--- src/rtl/mmab_pkg.sv ---
// Package: shared access-size encoding for the ATA register bridge.
// Assumes the host encodes size on two bits; code 3 is reserved.
package mmab_pkg;
    typedef enum logic [1:0] {
        SZ_BYTE = 2'd0,
        SZ_HALF = 2'd1,
        SZ_WORD = 2'd2,
        SZ_RSVD = 2'd3
    } acc_size_e;
endpackage

--- src/rtl/mmab_decode.sv ---
// Module: slot decoder. Maps a slot index and access size to a device
// register number and a hit flag. Assumes the index has already been
// stripped of the stride bits; purely combinational.
module mmab_decode
    import mmab_pkg::*;
#(
    parameter int IDX_W     = 8,
    parameter int SLOT_W    = 4,
    parameter int CMD_LO    = 1,
    parameter int CMD_HI    = 7,
    parameter int ALT_A     = 8,
    parameter int ALT_B     = 22,
    parameter int CTRL_SLOT = 8,
    parameter int DATA_IDX  = 0
) (
    input  acc_size_e         size,
    input  logic [IDX_W-1:0]  idx,
    output logic              hit,
    output logic [SLOT_W-1:0] slot
);
    // Route byte accesses to command/control slots, wide ones to the data port.
    always_comb begin
        hit  = 1'b0;
        slot = '0;
        unique case (size)
            SZ_BYTE: begin
                if (idx >= IDX_W'(CMD_LO) && idx <= IDX_W'(CMD_HI)) begin
                    hit  = 1'b1;
                    slot = SLOT_W'(idx);
                end else if (idx == IDX_W'(ALT_A) || idx == IDX_W'(ALT_B)) begin
                    hit  = 1'b1;
                    slot = SLOT_W'(CTRL_SLOT);
                end
            end
            SZ_HALF, SZ_WORD: begin
                if (idx == IDX_W'(DATA_IDX)) begin
                    hit  = 1'b1;
                    slot = SLOT_W'(DATA_IDX);
                end
            end
            default: ;
        endcase
    end
endmodule

--- src/rtl/mmab_swap.sv ---
// Module: byte-lane reverser. Output byte i is input byte BYTES-1-i.
// Assumes whole bytes; purely combinational wiring.
module mmab_swap #(
    parameter int BYTES = 4
) (
    input  logic [8*BYTES-1:0] din,
    output logic [8*BYTES-1:0] dout
);
    // One assignment per byte lane.
    for (genvar i = 0; i < BYTES; i++) begin : g_lane
        assign dout[8*i +: 8] = din[8*(BYTES-1-i) +: 8];
    end
endmodule

--- src/rtl/mmab_rst_pulse.sv ---
// Module: bus reset pulse generator. Arms while rst_n is low and emits a
// single-cycle pulse on the first clock after release.
module mmab_rst_pulse (
    input  logic clk,
    input  logic rst_n,
    output logic pulse
);
    logic armed;

    // Arm during reset, fire once after it.
    always_ff @(posedge clk) begin
        if (!rst_n) begin
            armed <= 1'b1;
            pulse <= 1'b0;
        end else begin
            pulse <= armed;
            armed <= 1'b0;
        end
    end
endmodule

--- src/rtl/mmio_ata_bridge.sv ---
// Module: memory-mapped ATA register bridge (top). Decodes a host access
// into a single device strobe, reverses byte lanes for wide data-port
// accesses, and returns all-ones at access width for unmapped reads.
// Assumes one request per cycle at most and a combinational device read path.
module mmio_ata_bridge
    import mmab_pkg::*;
#(
    parameter int ADDR_W    = 12,
    parameter int STRIDE_LG = 4,
    parameter int DATA_W    = 32,
    parameter int SLOT_W    = 4
) (
    input  logic              clk,
    input  logic              rst_n,
    input  logic              req,
    input  logic              we,
    input  logic [1:0]        size,
    input  logic [ADDR_W-1:0] addr,
    input  logic [DATA_W-1:0] wdata,
    output logic [DATA_W-1:0] rdata,
    output logic              rvalid,
    output logic [SLOT_W-1:0] dev_reg,
    output logic              dev_rd,
    output logic              dev_wr,
    output logic [1:0]        dev_size,
    output logic [DATA_W-1:0] dev_wdata,
    input  logic [DATA_W-1:0] dev_rdata,
    output logic              dev_bus_rst
);
    localparam int IDX_W   = ADDR_W - STRIDE_LG;
    localparam int HALF_W  = DATA_W / 2;
    localparam int BYTE_W  = 8;

    acc_size_e          sz;
    logic [IDX_W-1:0]   idx;
    logic [STRIDE_LG-1:0] lane_unused;
    logic               hit;
    logic [SLOT_W-1:0]  slot;
    logic               active;
    logic [HALF_W-1:0]  wr_sw16, rd_sw16;
    logic [DATA_W-1:0]  wr_sw32, rd_sw32;
    logic [DATA_W-1:0]  wr_fmt, rd_fmt, miss_val;

    assign sz          = acc_size_e'(size);
    assign idx         = addr[ADDR_W-1:STRIDE_LG];
    assign lane_unused = addr[STRIDE_LG-1:0];
    assign active      = req & rst_n;

    mmab_decode #(.IDX_W(IDX_W), .SLOT_W(SLOT_W)) u_dec (
        .size (sz),
        .idx  (idx),
        .hit  (hit),
        .slot (slot)
    );

    mmab_swap #(.BYTES(HALF_W/8)) u_sw_wr16 (.din(wdata[HALF_W-1:0]),     .dout(wr_sw16));
    mmab_swap #(.BYTES(DATA_W/8)) u_sw_wr32 (.din(wdata),                 .dout(wr_sw32));
    mmab_swap #(.BYTES(HALF_W/8)) u_sw_rd16 (.din(dev_rdata[HALF_W-1:0]), .dout(rd_sw16));
    mmab_swap #(.BYTES(DATA_W/8)) u_sw_rd32 (.din(dev_rdata),             .dout(rd_sw32));

    mmab_rst_pulse u_rst (.clk(clk), .rst_n(rst_n), .pulse(dev_bus_rst));

    // Format write data, read data and miss fill by access size.
    always_comb begin
        unique case (sz)
            SZ_BYTE: begin
                wr_fmt   = DATA_W'(wdata[BYTE_W-1:0]);
                rd_fmt   = DATA_W'(dev_rdata[BYTE_W-1:0]);
                miss_val = DATA_W'({BYTE_W{1'b1}});
            end
            SZ_HALF: begin
                wr_fmt   = DATA_W'(wr_sw16);
                rd_fmt   = DATA_W'(rd_sw16);
                miss_val = DATA_W'({HALF_W{1'b1}});
            end
            default: begin
                wr_fmt   = wr_sw32;
                rd_fmt   = rd_sw32;
                miss_val = '1;
            end
        endcase
    end

    // Device-side strobes fire in the request cycle, once per access.
    assign dev_rd    = active & ~we & hit;
    assign dev_wr    = active & we & hit;
    assign dev_reg   = hit ? slot : '0;
    assign dev_size  = size;
    assign dev_wdata = dev_wr ? wr_fmt : '0;

    // Capture the read result and raise rvalid for one cycle.
    always_ff @(posedge clk) begin
        if (!rst_n) begin
            rvalid <= 1'b0;
            rdata  <= '0;
        end else begin
            rvalid <= req & ~we;
            if (req & ~we) begin
                rdata <= hit ? rd_fmt : miss_val;
            end
        end
    end
endmodule

--- config.mk ---
export PLATFORM = sky130hd
export DESIGN_NAME = mmio_ata_bridge
export DESIGN_NICKNAME = d
export VERILOG_FILES = /design/src/rtl/mmab_pkg.sv /design/src/rtl/mmab_decode.sv /design/src/rtl/mmab_swap.sv /design/src/rtl/mmab_rst_pulse.sv /design/src/rtl/mmio_ata_bridge.sv
export SDC_FILE = /design/constraint.sdc
export NUM_CORES = 1
export LEC_CHECK = 0
export ABC_AREA = 1
export CORE_ASPECT_RATIO = 0.6
export CORE_UTILIZATION = 37
export DETAILED_ROUTE_END_ITERATION = 16
export PLACE_DENSITY_LB_ADDON = 0.15
export RECOVER_POWER = 50
export SLEW_MARGIN = 20
export SYNTH_ARGS = -nofsm -noshare
export SYNTH_HDL_FRONTEND = slang
export SYNTH_SLANG_ARGS = --single-unit
--- constraint.sdc ---
create_clock -name clk -period 1.8 [get_ports clk]
set_input_delay 0.27 -clock clk [delete_from_list [all_inputs] [get_ports clk]]
set_output_delay 0.27 -clock clk [all_outputs]
set_load 0.05 [all_outputs]
* Word level (Yosys, flattened, before mapping)
Index checks and enable logic that the tools add are counted.
** Storage, ports and cells
- Register bits :: 35
** Operators by class
- Magnitude comparators :: 2
- Equal/unequal tests :: 4
- Mux-type cells :: 14
- Bitwise operators :: 7
- Reduce and logical (&&, ||, !) cells :: 5
** Operators by type and width (count)
- $pmux W32 S2 :: 3
- $mux W32 :: 2
- $mux W4 :: 4
- $eq A8 B4 Y1 const B :: 1
- $eq A8 B5 Y1 const B :: 1
- $ge A8 B1 Y1 const B :: 1
- $le A8 B3 Y1 const B :: 1
- $logic_not A8 Y1 :: 1
- $and A1 B1 Y1 :: 6
- $mux W1 :: 4
- $eq A2 B1 Y1 const B :: 1
- $eq A2 B2 Y1 const B :: 1
- $logic_not A2 Y1 :: 1
- $pmux W1 S2 :: 1
- $reduce_or A2 Y1 :: 1
- $logic_and A1 B1 Y1 :: 1
- $logic_or A1 B1 Y1 :: 1
- $not A1 Y1 :: 1

* Longest topological paths before layout
- Depth after elaboration :: 7
- Depth in mapped cells :: 11
- Depth with buffers taken out :: 10

* By module
A second synthesis with hierarchy kept.
** Second synthesis, totals
- Cell total of the unflattened synthesis :: 513
- Area total of the unflattened synthesis :: 3126.7 µm²
** By module, submodules not included
- mmio_ata_bridge :: instances 1, cells an instance 372, area each 2172.1 µm², sequential area each 660.6 µm²
- mmab_swap (u_sw_rd32 ...) :: instances 2, cells an instance 32, area each 240.2 µm², sequential area each 0.0 µm²
- mmab_swap (u_sw_rd16 ...) :: instances 2, cells an instance 16, area each 120.1 µm², sequential area each 0.0 µm²
- mmab_decode :: instances 1, cells an instance 40, area each 182.7 µm², sequential area each 0.0 µm²
- mmab_rst_pulse :: instances 1, cells an instance 5, area each 51.3 µm², sequential area each 40.0 µm²

* Worst setup path after synthesis
OpenSTA, ideal clock, no wires.
- Path kind :: input to output
- From :: input port size[1]
- To :: output port dev_reg[0]
- Data arrival time :: 2.295 ns
- Required time :: 1.530 ns
- Path slack :: -0.765 ns
- Stages on the path :: 9
- Buffers on the path :: 1
- Cells stage by stage :: inv_1 > ha_1 > clkinv_1 > nor2_2 > nand2_4 > nand2_8 > buf_6 > inv_2 > nor3_1
** On the way
- Longest elaborated chain between the ends :: 4
- Elaborated cells on any way between the ends :: 7
** RTL lines
- start: declaration :: RTL line mmio_ata_bridge.sv:17 : input logic [1:0] size,
- $eq A2 B1 Y1 or $eq A2 B2 Y1 (tied branches) :: RTL line mmab_decode.sv:25 : unique case (size)
- $reduce_or A2 Y1 :: RTL line mmab_decode.sv:25
- $pmux W1 S2 :: RTL line mmab_decode.sv:25
- $mux W4 * :: RTL line mmio_ata_bridge.sv:87 : assign dev_reg = hit ? slot : '0;
- end: declaration :: RTL line mmio_ata_bridge.sv:22 : output logic [SLOT_W-1:0] dev_reg,
Mark *: on every way between the ends. The rest lies on a longest branch, timed or not.

* Worst setup path after layout
- From :: input port addr[9]
- To :: output port dev_wdata[0]
** On the way
- Longest elaborated chain between the ends :: 7
- Elaborated cells on any way between the ends :: 13
** RTL lines
- start: declaration :: RTL line mmio_ata_bridge.sv:18 : input logic [ADDR_W-1:0] addr,
- parallel branches: the longest is 4 deep, another holds $ge A8 B1 Y1
- $pmux W1 S2 * :: RTL line mmab_decode.sv:25
- $and A1 B1 Y1 * :: RTL line mmio_ata_bridge.sv:86 : assign dev_wr = active & we & hit;
- $mux W32 * :: RTL line mmio_ata_bridge.sv:89 : assign dev_wdata = dev_wr ? wr_fmt : '0;
- end: declaration :: RTL line mmio_ata_bridge.sv:26 : output logic [DATA_W-1:0] dev_wdata,
Mark *: on every way between the ends.

==> summary.md <==
| Metric | Value |
|---|---|
| Hold_buf cts | `0` |
| Yosys reg bits | `35` |
| Initial Util | `around two fifths` |
| Fmax | `roughly 500 MHz` |
| Largest net degree at the start of global routing | `23` |
| Max IR drop VDD | `~0.48 mV` |
| CTS root buf | `clkbuf_8` |
| Max_slew headroom | `a little under three fifths` |
| Drt total wl | `approximately 11 mm` |
| Number of iterations in the first detailed-routing pass | `5` |
| Inserted Diodes | `0` |
| Post-synthesis sequential area ratio | `29.5%` |
| Multi-input logic area | `0.00164 sq mm` |
| Synth area leaders | `dfxtp_1 30%, a21oi_1 8.6%, nand2_1 8.4%` |
| Worst hold endpoint | `u_rst.pulse$_SDFF_PN0_` |
| Final Power | `roughly 2.6 mW` |
| Die area | `0.00675 sq mm` |
| Filler Cells Inserted | `~350` |
| Worst R2R Start | `rdata[13]$_SDFFE_PN0P_` |
| H-tree levels | `2` |
| Syn_nets | `approximately 440` |
| Ys Warns | `0` |
| Post-DR vias/cell | `~5.3` |
| Setup-failing EPs final | `38` |
| R2r endpoint | `rdata[13]$_SDFFE_PN0P_` |
| Clk_skew | `about 0.00011 ns` |
| Hold path depth | `2` |
| Core Area | `approximately 0.0061 sq mm` |
| Share of flip-flops with an asynchronous set or reset | `0%` |
| RSZ-0062 raised after global routing | `true` |
| Period utilization | `112%` |
| Share of cells above drive strength 1 | `33.5%` |
| Synth Area per Inst | `6.76 sq um` |
| Remaining antenna violation count | `0` |
| Min-delay src | `u_rst.armed$_DFF_P_` |
| CTS tree | `done` |
| Tmin final | `between 2 and 2.5 ns` |
| GRT overflow | `0` |
| Placer congestion estimate | `0.828` |
| Post-synthesis cell type count | `29` |
| Cell count after synthesis | `roughly 350` |
| Synth-to-layout area growth | `119%` |
| CP Capture Type | `output port` |
| CP Max Fanout | `7` |
| Setup slack, reg-to-reg | `1.07 ns` |
| EDFF count, synth | `0` |
| Row count | `22` |
| Sequential cell area | `between 700 and 800 sq um` |
| Final Slew Violations | `0` |
| # nets final | `631` |
| Post-route cell area | `~0.0052 sq mm` |
| Clk pin slew, worst setup/hold paths | `roughly 0.08 ns` |
| Failing checks | `setup timing` |
| Clock Path Buffers | `2` |
| FF-to-FF path depth | `2` |
| Total number of vias | `about 3,400` |
| Most frequent cell after synthesis | `nand2_1` |
| Ys flop type | `dfxtp_1` |
| Clock buffers created by TritonCTS | `5` |
| DIE WIDTH | `between 100 and 150 um` |
| WP data arrival | `approximately 1.7 ns` |
| CTS sink cnt | `35` |
| Crit path kind | `input pin to output port` |
| Lkg Pwr | `roughly 2.2 nW` |
| Initial drt markers | `roughly 200` |
| Worst setup margin | `-0.207 ns` |
| Die H | `~64 um` |
| Worst slew pin tran | `approximately 0.66 ns` |
| Synth area leader | `dfxtp_1` |
| WHS | `around 0.42 ns` |
| Post-synth top cells | `53 x nand2_1, 50 x nor2_1, 46 x inv_1` |
| I/O pin total | `~160` |
| Run status | `finished, violations left` |
| IO Port Bufs | `151` |
| Post-DP HPWL | `approximately 7.7 mm` |
| Vias in the first global route | `3,326` |
| Hold Crit Class | `flip-flop to flip-flop` |
| Worst EP required | `around 1.5 ns` |
| Initial antenna violation count | `0` |
| Worst-skew pair later-pin latency | `0.29 ns` |
| Final Hold Viols | `0` |
| Area after DPL | `roughly 0.0048 sq mm` |
| Post-DR wirelength/cell | `17.6 um` |
| Critical Path Start | `addr[9]` |
| Top cell type's share of synthesized area | `29.5%` |
| Crit start category | `input pin` |
| MaxCap Viol Count | `0` |
| # DRC | `0` |
| First-pass GRT wire length | `around 17 mm` |
| Power Density | `just under 500 mW/mm^2` |
| Total GRT Usage | `between 30% and 40%` |
| Cell area after synthesis | `0.00237 sq mm` |
-- worst max-delay path: stages --
cell     delay, ns
buf_6         0.10
nor2_4        0.12
nand2_2       0.09
nor2_4        0.12
nand2_2       0.08
nand3_4       0.10
nand2_4       0.08
nand2_8       0.09
nand3_4       0.11
buf_12        0.18
buf_4         0.14
nor2_4        0.10
buf_12        0.14
-- power breakdown --
part	leakage [nW]	switching, mW	internal [mW]
Combinational	1.83	0.499	0.363
Clock	0.0644	0.313	0.553
Sequential	0.289	0.0256	0.823
Total	2.18	0.838	1.74
-- state kept, by name, indices dropped and copies added, names as in the netlist --
register     cells
rdata           32
rvalid           1
u_rst.armed      1
u_rst.pulse      1
-- kinds of logic after synthesis --
group	after synthesis	synth area share, %
and+or+nand+nor	140	30.7
DFF	35	29.5
adders and majority gates	4	2.11
AOI/OAI and AO/OA	99	24.2
buffers and inverters	73	13.5
-- layout make-up --
class                      instances  area share [%]
timing repair buffer             211            46.0
inverter                          49            4.26
tap                               84            2.02
clock inverter                     3            1.30
sequential                        35            13.5
clock buffer                       5            1.32
multi-input combinational        243            31.6
-- placed cells by master, fill, tap and decap left out, drive strengths merged --
cell type,n
nand2,57
dfxtp,35
nor3,8
bufinv,2
clkbuf,16
clkdlybuf4s50,96
a22oi,16
a21oi,41
o22ai,8
nor2,65
nand3,7
buf,104
a221oi,7
ha,4
clkinv,2
clkinvlp,1
o21ai,26
nand4,3
o211ai,1
inv,47
-- worst max-delay path by stage --
stage | slack [ns] | endpoint | cells after the start
final | -0.21 | dev_wdata[0] | 13
after global routing | -0.30 | dev_wdata[11] | 11
after CTS | -0.25 | dev_wdata[20] | 12
after detailed placement | -0.71 | dev_wdata[18] | 11
after global placement | -0.65 | dev_wdata[20] | 11
after floorplan | -0.09 | dev_wdata[16] | 9
-- metal layers --
| metal | part of all wire (%) | vias to the layer above | track usage (%) |
|---|---|---|---|
| met4 | 3.1 | 0 | 11.8 |
| li1 | - | 1543 | - |
| met5 | 0 | - | 0 |
| met3 | 8.2 | 41 | 7.45 |
| met2 | 49 | 229 | 56.2 |
| met1 | 40 | 1555 | 39.4 |
-- repair_timing --
action / in CTS / in global routing
pin swaps: 14 / 17
gates cloned: 1 / 0
resized for setup: 69 / 20
setup endpoints to repair: 70 / 38
setup buffers: 20 / 8
-- through the flow --
stage	TNS (ns)	util [%]	instances	worst slack, ns
2_1_floorplan	-0.147	-	351	-0.0923
3_3_place_gp	-35.29	78.9	602	-0.654
3_5_place_dp	-39.72	78.9	602	-0.705
4_1_cts	-6.59	84.9	629	-0.248
5_1_grt	-8.52	84.8	630	-0.303
6_report	-4.39	84.8	630	-0.207
(Power assumes the default switching activity.)
